## config.mk

```make
export PLATFORM = sky130hd
export DESIGN_NAME = store_buffer_amo
export DESIGN_NICKNAME = d
export VERILOG_FILES = /design/src/rtl/sb_pkg.sv /design/src/rtl/sb_line_check.sv /design/src/rtl/sb_queue.sv /design/src/rtl/sb_fwd.sv /design/src/rtl/store_buffer_amo.sv
export SDC_FILE = /design/constraint.sdc
export NUM_CORES = 1
export LEC_CHECK = 0
export BUFFER_PORTS_ARGS = -buffer_cell sky130_fd_sc_hd__buf_2
export CAP_MARGIN = 40
export CORE_MARGIN = 2
export CORE_UTILIZATION = 60
export DETAILED_ROUTE_END_ITERATION = 8
export PLACE_DENSITY_LB_ADDON = 0.25
export SLEW_MARGIN = 20
export SYNTH_ARGS = -nofsm -noshare
export SYNTH_HDL_FRONTEND = slang
export SYNTH_SLANG_ARGS = --single-unit
export TNS_END_PERCENT = 100
```

## constraint.sdc

```tcl
create_clock -name clk -period 7.76 [get_ports clk]
set_input_delay 0.776 -clock clk [delete_from_list [all_inputs] [get_ports clk]]
set_output_delay 0.776 -clock clk [all_outputs]
set_load 0.02 [all_outputs]
```

## src/rtl/sb_pkg.sv

```systemverilog
package sb_pkg;
   typedef enum logic {
      SB_STORE  = 1'b0,
      SB_ATOMIC = 1'b1
   } sb_kind_e;

   typedef enum logic [1:0] {
      FWD_MISS = 2'd0,
      FWD_HIT  = 2'd1,
      FWD_WAIT = 2'd2
   } sb_fwd_e;
endpackage

```

## src/rtl/sb_line_check.sv

```systemverilog
module sb_line_check #(
   parameter int SIZE_W     = 2,
   parameter int LINE_BYTES = 16,
   parameter int LOFF_W     = $clog2(LINE_BYTES)
) (
   input  logic [LOFF_W-1:0] line_off,
   input  logic [SIZE_W-1:0] size,
   input  logic              is_atomic,
   output logic              crosses
);
   logic [31:0] off_ext;
   logic [31:0] span;

   assign off_ext = 32'(line_off);
   assign span    = 32'd1 << size;
   assign crosses = is_atomic && ((off_ext + span) > 32'(LINE_BYTES));
endmodule

```

## src/rtl/sb_queue.sv

```systemverilog
module sb_queue #(
   parameter int DEPTH  = 4,
   parameter int ADDR_W = 16,
   parameter int DATA_W = 32,
   parameter int OP_W   = 4,
   parameter int SIZE_W = 2,
   parameter int BYTES  = DATA_W / 8,
   parameter int WOFF   = $clog2(BYTES),
   parameter int PTR_W  = $clog2(DEPTH),
   parameter int CNT_W  = $clog2(DEPTH + 1)
) (
   input  logic                               clk,
   input  logic                               rst_n,
   input  logic                               push,
   input  logic                               pop,
   input  logic                               in_kind,
   input  logic [ADDR_W-1:0]                  in_addr,
   input  logic [SIZE_W-1:0]                  in_size,
   input  logic [DATA_W-1:0]                  in_data,
   input  logic [BYTES-1:0]                   in_mask,
   input  logic [OP_W-1:0]                    in_op,
   output logic [PTR_W-1:0]                   rd_ptr,
   output logic [CNT_W-1:0]                   count,
   output logic [DEPTH-1:0]                   kind_q,
   output logic [DEPTH-1:0][ADDR_W-1:0]       addr_q,
   output logic [DEPTH-1:0][ADDR_W-WOFF-1:0]  waddr_q,
   output logic [DEPTH-1:0][SIZE_W-1:0]       size_q,
   output logic [DEPTH-1:0][DATA_W-1:0]       data_q,
   output logic [DEPTH-1:0][BYTES-1:0]        mask_q,
   output logic [DEPTH-1:0][OP_W-1:0]         op_q
);
   logic [PTR_W-1:0] wr_ptr;

   function automatic logic [PTR_W-1:0] step_ptr(input logic [PTR_W-1:0] p);
      return (p == PTR_W'(DEPTH - 1)) ? '0 : p + 1'b1;
   endfunction

   always_ff @(posedge clk) begin
      if (push) begin
         kind_q[wr_ptr] <= in_kind;
         addr_q[wr_ptr] <= in_addr;
         size_q[wr_ptr] <= in_size;
         data_q[wr_ptr] <= in_data;
         mask_q[wr_ptr] <= in_mask;
         op_q[wr_ptr]   <= in_op;
      end
   end

   always_ff @(posedge clk or negedge rst_n) begin
      if (!rst_n) begin
         rd_ptr <= '0;
         wr_ptr <= '0;
         count  <= '0;
      end else begin
         if (push) wr_ptr <= step_ptr(wr_ptr);
         if (pop)  rd_ptr <= step_ptr(rd_ptr);
         case ({push, pop})
            2'b10:   count <= count + 1'b1;
            2'b01:   count <= count - 1'b1;
            default: count <= count;
         endcase
      end
   end

   for (genvar s = 0; s < DEPTH; s++) begin : g_waddr
      assign waddr_q[s] = addr_q[s][ADDR_W-1:WOFF];
   end

   assert_no_overflow_R4: assert property (@(posedge clk) disable iff (!rst_n)
      push |-> (count < CNT_W'(DEPTH)));

   assert_no_underflow_R2: assert property (@(posedge clk) disable iff (!rst_n)
      pop |-> (count != '0));
endmodule

```

## src/rtl/sb_fwd.sv

```systemverilog
module sb_fwd
   import sb_pkg::*;
#(
   parameter int DEPTH  = 4,
   parameter int ADDR_W = 16,
   parameter int DATA_W = 32,
   parameter int BYTES  = DATA_W / 8,
   parameter int WOFF   = $clog2(BYTES),
   parameter int PTR_W  = $clog2(DEPTH),
   parameter int CNT_W  = $clog2(DEPTH + 1)
) (
   input  logic [PTR_W-1:0]                  rd_ptr,
   input  logic [CNT_W-1:0]                  count,
   input  logic [DEPTH-1:0]                  kind_q,
   input  logic [DEPTH-1:0][ADDR_W-WOFF-1:0] waddr_q,
   input  logic [DEPTH-1:0][DATA_W-1:0]      data_q,
   input  logic [DEPTH-1:0][BYTES-1:0]       mask_q,
   input  logic                              ld_valid,
   input  logic [ADDR_W-WOFF-1:0]            ld_waddr,
   input  logic [BYTES-1:0]                  ld_mask,
   output sb_fwd_e                           result,
   output logic [DATA_W-1:0]                 data
);
   logic [DATA_W-1:0] lane_bits;

   for (genvar b = 0; b < BYTES; b++) begin : g_lane
      assign lane_bits[b*8 +: 8] = {8{ld_mask[b]}};
   end

   // Walk from oldest to youngest; the last overlapping entry decides.
   always_comb begin
      int               slot;
      logic [PTR_W-1:0] s;
      result = FWD_MISS;
      data   = '0;
      for (int i = 0; i < DEPTH; i++) begin
         slot = int'(rd_ptr) + i;
         if (slot >= DEPTH) slot = slot - DEPTH;
         s = PTR_W'(slot);
         if (ld_valid && (i < int'(count)) && (waddr_q[s] == ld_waddr) &&
             ((mask_q[s] & ld_mask) != '0)) begin
            if (sb_kind_e'(kind_q[s]) == SB_ATOMIC) begin
               result = FWD_WAIT;
               data   = '0;
            end else if ((ld_mask & ~mask_q[s]) == '0) begin
               result = FWD_HIT;
               data   = data_q[s] & lane_bits;
            end else begin
               result = FWD_WAIT;
               data   = '0;
            end
         end
      end
   end
endmodule

```

## src/rtl/store_buffer_amo.sv

```systemverilog
module store_buffer_amo
   import sb_pkg::*;
#(
   parameter int DEPTH      = 4,
   parameter int ADDR_W     = 16,
   parameter int DATA_W     = 32,
   parameter int OP_W       = 4,
   parameter int SIZE_W     = 2,
   parameter int LINE_BYTES = 16
) (
   input  logic                                     clk,
   input  logic                                     rst_n,
   input  logic                                     enq_valid,
   input  logic                                     enq_kind,
   input  logic [ADDR_W-1:0]                        enq_addr,
   input  logic [SIZE_W-1:0]                        enq_size,
   input  logic [DATA_W-1:0]                        enq_data,
   input  logic [DATA_W/8-1:0]                      enq_mask,
   input  logic [OP_W-1:0]                          enq_amo_op,
   output logic                                     full,
   output logic                                     enq_err,
   input  logic                                     ld_valid,
   input  logic [ADDR_W-$clog2(DATA_W/8)-1:0]       ld_waddr,
   input  logic [DATA_W/8-1:0]                      ld_mask,
   output logic [1:0]                               fwd_result,
   output logic [DATA_W-1:0]                        fwd_data,
   output logic                                     creq_valid,
   input  logic                                     creq_ready,
   output logic                                     creq_kind,
   output logic [ADDR_W-1:0]                        creq_addr,
   output logic [SIZE_W-1:0]                        creq_size,
   output logic [DATA_W-1:0]                        creq_data,
   output logic [DATA_W/8-1:0]                      creq_mask,
   output logic [OP_W-1:0]                          creq_amo_op
);
   localparam int BYTES  = DATA_W / 8;
   localparam int WOFF   = $clog2(BYTES);
   localparam int PTR_W  = $clog2(DEPTH);
   localparam int CNT_W  = $clog2(DEPTH + 1);
   localparam int LOFF_W = $clog2(LINE_BYTES);

   if (DEPTH < 2) begin : g_chk_depth
      $error("store_buffer_amo: DEPTH must be at least 2");
   end
   if ((DATA_W % 8) != 0 || DATA_W < 8) begin : g_chk_data
      $error("store_buffer_amo: DATA_W must be a whole number of bytes");
   end
   if ((1 << LOFF_W) != LINE_BYTES || LINE_BYTES < BYTES) begin : g_chk_line
      $error("store_buffer_amo: LINE_BYTES must be a power of two of at least one word");
   end

   logic                              push, pop, crosses;
   logic [PTR_W-1:0]                  q_rd_ptr;
   logic [CNT_W-1:0]                  q_count;
   logic [DEPTH-1:0]                  kind_q;
   logic [DEPTH-1:0][ADDR_W-1:0]      addr_q;
   logic [DEPTH-1:0][ADDR_W-WOFF-1:0] waddr_q;
   logic [DEPTH-1:0][SIZE_W-1:0]      size_q;
   logic [DEPTH-1:0][DATA_W-1:0]      data_q;
   logic [DEPTH-1:0][BYTES-1:0]       mask_q;
   logic [DEPTH-1:0][OP_W-1:0]        op_q;
   sb_fwd_e                           fwd_res;

   sb_line_check #(
      .SIZE_W(SIZE_W), .LINE_BYTES(LINE_BYTES)
   ) i_line_check (
      .line_off(enq_addr[LOFF_W-1:0]), .size(enq_size),
      .is_atomic(enq_kind == SB_ATOMIC), .crosses(crosses)
   );

   assign full       = (q_count == CNT_W'(DEPTH));
   assign enq_err    = enq_valid && crosses;
   assign push       = enq_valid && !full && !crosses;
   assign creq_valid = (q_count != '0);
   assign pop        = creq_valid && creq_ready;

   sb_queue #(
      .DEPTH(DEPTH), .ADDR_W(ADDR_W), .DATA_W(DATA_W), .OP_W(OP_W), .SIZE_W(SIZE_W)
   ) i_queue (
      .clk(clk), .rst_n(rst_n), .push(push), .pop(pop),
      .in_kind(enq_kind), .in_addr(enq_addr), .in_size(enq_size),
      .in_data(enq_data), .in_mask(enq_mask), .in_op(enq_amo_op),
      .rd_ptr(q_rd_ptr), .count(q_count), .kind_q(kind_q), .addr_q(addr_q),
      .waddr_q(waddr_q), .size_q(size_q), .data_q(data_q), .mask_q(mask_q), .op_q(op_q)
   );

   assign creq_kind   = kind_q[q_rd_ptr];
   assign creq_addr   = addr_q[q_rd_ptr];
   assign creq_size   = size_q[q_rd_ptr];
   assign creq_data   = data_q[q_rd_ptr];
   assign creq_mask   = mask_q[q_rd_ptr];
   assign creq_amo_op = op_q[q_rd_ptr];

   sb_fwd #(
      .DEPTH(DEPTH), .ADDR_W(ADDR_W), .DATA_W(DATA_W)
   ) i_fwd (
      .rd_ptr(q_rd_ptr), .count(q_count), .kind_q(kind_q), .waddr_q(waddr_q),
      .data_q(data_q), .mask_q(mask_q), .ld_valid(ld_valid), .ld_waddr(ld_waddr),
      .ld_mask(ld_mask), .result(fwd_res), .data(fwd_data)
   );

   assign fwd_result = fwd_res;

   assert_hold_request_R2: assert property (@(posedge clk) disable iff (!rst_n)
      (creq_valid && !creq_ready) |=> (creq_valid && $stable(creq_addr) &&
                                       $stable(creq_data) && $stable(creq_kind)));

   assert_refused_not_stored_R5: assert property (@(posedge clk) disable iff (!rst_n)
      (enq_err && !pop) |=> (q_count == $past(q_count)));

   assert_full_blocks_R4: assert property (@(posedge clk) disable iff (!rst_n)
      (full && !pop) |=> (q_count == $past(q_count)));

   assert_result_code_R10: assert property (@(posedge clk) disable iff (!rst_n)
      fwd_result != 2'd3);

   assert_nonhit_zero_R9: assert property (@(posedge clk) disable iff (!rst_n)
      (fwd_result != 2'd1) |-> (fwd_data == '0));
endmodule

```

Word level (Yosys, flattened, before mapping). Cells that the tools add are included.

Add/subtract/negate cells: 12. Magnitude comparators: 16. Eq/ne operators: 9. Shift operators: 1. Multiplexer cells: 91. Bitwise logic cells: 16. Reductions and logical operators: 30.

Operators by type and width (count): $mux W32 (18); $bmux W32 S2 (5); $and A32 B32 Y32 (4); $bwmux W128 (1); $bmux W14 S2 (4); $bwmux W64 (1); $demux W32 S2 (1); $eq A14 B14 Y1 (4); $mux W14 (4); $bmux W4 S2 (6); $mux W2 (20); $add A4 B32 Y32 (1); $and A4 B4 Y4 (8); $bmux W16 S2 (1); $bwmux W16 (2); $demux W16 S2 (1); $gt A32 B5 Y1 const B (1); $mux W16 (2); $shl A1 B2 Y32 const A (1); $mux W4 (7); $logic_and A1 B1 Y1 (18); $lt A2 B3 Y1 const B (6); $logic_not A4 Y1 (4); $not A4 Y4 (4); other kinds (27) (51).

Register bits: 243. Input port bits: 82. Output and inout bits: 96. Word-level logic and storage cells: 199.

Longest topological paths before layout.
Depth after elaboration: 13. Mapped depth: 15. Mapped depth without buffers: 13.

Hierarchy. From an unflattened synthesis, not the netlist that was laid out.

Cells, all modules: 1265. Area, all modules: 16629.7 sq um.

Modules (own cells, without submodules): sb_queue (instances 1, cells an instance 325, area an instance 7906.3 sq um, sequential area each 7262.0 sq um); sb_fwd (instances 1, cells an instance 840, area an instance 7068.0 sq um, sequential area each 0.0 sq um); store_buffer_amo (instances 1, cells an instance 78, area an instance 1473.9 sq um, sequential area each 0.0 sq um); sb_line_check (instances 1, cells an instance 22, area an instance 181.4 sq um, sequential area each 0.0 sq um).

Worst setup path after synthesis. Ideal clock, no wire load.

Path type: register to output. From: register i_queue.rd_ptr[0]. To: output fwd_result[0]. Data arrival time: 3317 ps. Data required time: 6984 ps. Setup slack: 3667 ps. Cell stages (with the launch flop): 14. Path buffers: 4. Cells stage by stage: dfrtp_1 > ha_1 > buf_6 > buf_12 > buf_8 > mux2_1 > nor2_1 > nor3_1 > or4_1 > or4_1 > clkbuf_1 > nand2b_1 > and3_1 > o21ai_1.

Word-level cells in the longest chain between the ends: 13. Elaborated cells between the ends (all ways): 83. Classes of those cells: add/sub (7); order compare (4); eq/ne (4); mux (40); bitwise (12); reduce/logical (16).

RTL lines: from (decl) (line sb_queue.sv:22) `output logic [PTR_W-1:0] rd_ptr,`; from (signal assigned) (line sb_queue.sv:56) `if (pop) rd_ptr <= step_ptr(rd_ptr);`; $add A2 B1 Y3, or another cell as far along (line sb_fwd.sv:37) `slot = int'(rd_ptr) + i;`; $ge A3 B3 Y1, or another cell as far along (line sb_fwd.sv:38) `if (slot >= DEPTH) slot = slot - DEPTH;`; $mux W2 or $bmux W4 S2 (tied branches) (line sb_fwd.sv:38, sb_fwd.sv:41, sb_fwd.sv:45); $bmux W4 S2 or $mux W4 (tied branches) (line sb_fwd.sv:41, sb_fwd.sv:45); $mux W4 (implied by the code) or $not A4 Y4 (tied branches) (line sb_fwd.sv:41, sb_fwd.sv:45); $not A4 Y4 or $and A4 B4 Y4 (tied branches) (line sb_fwd.sv:45) `end else if ((ld_mask & ~mask_q[s]) == '0) begin`; $and A4 B4 Y4 or $logic_not A4 Y1 (tied branches) (line sb_fwd.sv:45); $logic_not A4 Y1 or $mux W2 (tied branches) (line sb_fwd.sv:45); $mux W2 (on tied branches) (line sb_fwd.sv:45, sb_fwd.sv:42); $mux W2 (on tied branches) (line sb_fwd.sv:42, sb_fwd.sv:40); $mux W2 (2 in a row) (line sb_fwd.sv:40) `if (ld_valid && (i < int'(count)) && (waddr_q[s] == ld_waddr) &&`; $mux W2 * (line sb_fwd.sv:40); to (decl) (line store_buffer_amo.sv:25) `output logic [1:0] fwd_result,`.

Mark *: on every way between the ends. The rest lies on a longest branch, timed or not. The select of a mux whose other input is x is not followed.

Worst setup path after layout.
From: register i_queue.rd_ptr[1]. To: output fwd_data[30].

Word-level cells in the longest chain between the ends: 13. Elaborated cells between the ends (all ways): 95. Classes of those cells: add/sub (7); order compare (4); eq/ne (4); mux (48); bitwise (16); reduce/logical (16).

RTL lines: $add A2 B1 Y3, or another cell as far along (line sb_fwd.sv:37); $ge A3 B3 Y1, or another cell as far along (line sb_fwd.sv:38); $mux W2 or $bmux W4 S2 (tied branches) (line sb_fwd.sv:38, sb_fwd.sv:41, sb_fwd.sv:45); $bmux W4 S2 or $mux W4 (tied branches) (line sb_fwd.sv:41, sb_fwd.sv:45); $mux W4 (implied by the code) or $not A4 Y4 (tied branches) (line sb_fwd.sv:41, sb_fwd.sv:45); $not A4 Y4 or $and A4 B4 Y4 (tied branches) (line sb_fwd.sv:45); $and A4 B4 Y4 or $logic_not A4 Y1 (tied branches) (line sb_fwd.sv:45); $logic_not A4 Y1 or $mux W32 (tied branches) (line sb_fwd.sv:45); $mux W32 (on tied branches) (line sb_fwd.sv:45, sb_fwd.sv:42); $mux W32 (on tied branches) (line sb_fwd.sv:42, sb_fwd.sv:40); $mux W32 (2 in a row) (line sb_fwd.sv:40); $mux W32 * (line sb_fwd.sv:40); to (decl) (line store_buffer_amo.sv:26) `output logic [DATA_W-1:0] fwd_data,`.

Marks and branches as above.

==> flow_summary.toml <==
[yosys]
synth.distinct_cells = 71
synth_ff_type = "edfxtp_1"
ys_async_sr_fraction_pct = 2.88
ys_seq_area_share_pct = 45.5
synth_top_area_share_pct = 44.4
yosysWarnings = 0
synth_edf_count = 236
synth-seq-cells = 243
yosysTopAreaCell = "edfxtp_1"
yosys-top-cells-area = "edfxtp_1 44%, mux4_2 27%, mux2i_1 3.1%"
synthCells = 1072
syn_area_mm2 = 0.0160
synth_fp_nets = 1169
synth.avg_cell_area_um2 = 14.9

[sta]
tns_ps = 0
final-hold-violation-count = 0
timing.hold.ws_ps = 61.3
fmax_ghz = 0.161
maxSlewHeadroom_pct = 42.4
setup_viol = 0
fin_crit_ps = 6220
worstMarginPinSlew_ps = 863
finalCritPeriodShare_pct = 80.1
finalMaxSlewViolations = 0
clock-skew-final_ps = 13.6
rsz0062_at_grt = "false"

[clock_network]
cts-htree-levels = 1
cts_buffers = 26
postCtsSetupRepairBufs = 0
cts.sinks = 243
cts_root_buf = "clkbuf_16"
cts.repair.resized = 0
tritoncts = "yes"
clk_latency_ps = 540
cts_buffer_depth = 3
clk_pin_slew_worst_paths_ps = 60
ctsHoldBuffers = 0

[worst_setup_path]
critical-path-max-stage-delay_ps = 700
slowest_stage = "dfrtp_4"
critPathArrivalTime_ps = 5440
start_kind = "register"
critPathTopFamily = "simple AND/OR/NAND/NOR gates"
cp_cell_sequence = "ha_4 -> buf_12 -> mux4_2 -> xnor2_1 -> nand2_1 -> a311oi_2 -> nand4_2 -> buf_4 -> or4_4 -> or2_0 -> o22ai_2 -> buf_2"
timing.critical_path.buf_inv = 3
critPathMaxFanout = 39
criticalPathCategory = "reg -> out"
cp.required_ps = 6980
worstSetupEndpointType = "output pin"

[power_and_ir_drop]
switchingPower_uw = 2810
p_clk_share_pct = 17.8
p_leak_uw = 0.00667
p_comb_share_pct = 54.9
peakVddDrop_mv = 0.377
p_per_area_mw_per_mm2 = 399
cell_internal_pwr_uw = 4330
switching_share_pct = 39.3
pwr-share-seq_pct = 27.3

[final_layout]
area_growth_pct = 12.3
layout-drive-gt1-share_pct = 39.9
fin_area_mm2 = 0.0179
fill_cells = 1811
fin_nets = 1304

[global_routing]
grt_pass1_vias = 10900
antenna_found_initial = 5
grt_util_all_layers_pct = 28.3
grt_start_max_net_pins = 69
grt_pass1_wl_um = 61800
grt_remaining_overflow = 0

[detailed_routing]
drc = 0
vias = 10900
drtPass1Iterations = 6
routed_via_density = 6.98
drtIter0Drc = 1226
wirelength_um = 39400
ant_nets = 0
wl_per_cell_um = 25.2

[floorplan]
core_mm2 = 0.0261
start_util_pct = 61.2
dieHeight_um = 167
io_pins = 178
design.die.area_mm2 = 0.0279
rows = 59
die_w_um = 167

[placement]
portBuffers = 177
place_area_mm2 = 0.0170
hpwlAfterDp_um = 26100
gp_congestion = 0.910

[outcome]
outcome = "completed"

[min_path]
min_path_type = "in -> async"

[flow_run]
cap_violations = 0
## final timing paths
kind                                               start                       endpoint  slack, ps  cells past startpoint
setup / recovery           i_queue.rd_ptr[1]$_DFFE_PN0P_                   fwd_data[30]       1540                     12
hold / removal                                     rst_n   i_queue.count[2]$_DFFE_PN0P_         60                      1
setup reg to reg            i_queue.count[0]$_DFFE_PN0P_   i_queue.addr_q[18]$_DFFE_PP_       4830                      6
hold reg to reg             i_queue.count[1]$_DFFE_PN0P_   i_queue.count[1]$_DFFE_PN0P_        580                      2
max in group asynchronous                          rst_n  i_queue.rd_ptr[0]$_DFFE_PN0P_       7500                      1
min in group clk                            enq_data[17]  i_queue.data_q[113]$_DFFE_PP_        440                      1
## state kept, by name, summed over array words and instances (netlist names)
name / cells
i_queue.data_q: 128
i_queue.addr_q: 64
i_queue.mask_q: 16
i_queue.op_q: 16
i_queue.size_q: 8
i_queue.kind_q: 4
i_queue.count: 3
i_queue.rd_ptr: 2
i_queue.wr_ptr: 2
## power groups by stage
| stage | combinational, uW | clock (uW) | sequential, uW |
|---|---|---|---|
| 4_1_cts | 3880 | 1280 | 1980 |
| 3_5_place_dp | 3850 | 0 | 2000 |
| 5_1_grt | 4200 | 1330 | 1980 |
| 2_1_floorplan | 3190 | 0 | 1850 |
| 3_3_place_gp | 3770 | 0 | 1980 |
| 6_report | 3920 | 1270 | 1950 |
## synthesized netlist by cell type (all sizes together) (32+ instances only)
| library cell | count |
|---|---|
| edfxtp | 236 |
| mux4 | 189 |
| clkbuf | 41 |
| and3 | 35 |
| xnor2 | 37 |
| o22ai | 45 |
| buf | 53 |
| inv | 85 |
| nand3 | 38 |
| mux2i | 50 |
| o21ai | 42 |
| o211a | 32 |
## per-stage QoR
step	instances	util (%)	total power (uW)	setup WS, ps
final	1565	68.8	7140	1540
after global routing	1564	68.8	7510	1400
after CTS	1558	68.6	7140	1370
after detailed placement	1510	65.2	5860	1950
after global placement	1505	64.9	5750	1840
after floorplan	1072	-	5040	3670
## placed cells by master (no fill, tap or decap), types with 18 or more instances in the layout
| master | synthesis | final |
|---|---|---|
| edfxtp_1 | 236 | 236 |
| o21ai_0 | 41 | 41 |
| inv_1 | 84 | 84 |
| nor2_1 | 18 | 18 |
| mux2i_1 | 49 | 49 |
| buf_2 | 26 | 179 |
| nand2_1 | 25 | 25 |
| xnor2_1 | 37 | 37 |
| and3_1 | 35 | 35 |
| mux4_2 | 189 | 189 |
| clkbuf_16 | 0 | 26 |
| o211a_1 | 32 | 32 |
| o22ai_2 | 32 | 32 |
| xor2_1 | 20 | 20 |
| nand3_1 | 38 | 38 |
## routing by layer
layer	vias to the layer above	wire, um	part of all wire, %	track usage (%)
met5	-	27	0.068	0
met3	88	3590	9.1	5.13
li1	4647	-	-	-
met2	623	19300	49	45.6
met4	4	1260	3.2	9.67
met1	5554	15300	39	39.7
## cell families after synthesis
kind of cell	share of synthesized area (%)
and+or+nand+nor	6.54
buffers and inverters	5.02
xor gates and xnor gates	3.13
AOI/OAI and AO/OA	8.31
adders and majority gates	1.22
muxes	30.3
DFF	45.5
## layout make-up
type | instances | area [um2] | area share, %
diodes | 3 | 7.51 | 0.0419
clock buffers | 31 | 669 | 3.73
clock inverters | 17 | 205 | 1.14
inverters | 85 | 319 | 1.78
multi-input cells | 650 | 7910 | 44.2
flip-flops and latches | 243 | 7270 | 40.6
well taps | 335 | 419 | 2.34
repair buffers | 201 | 1120 | 6.24
Note: power is estimated with default switching activity, not from simulation.
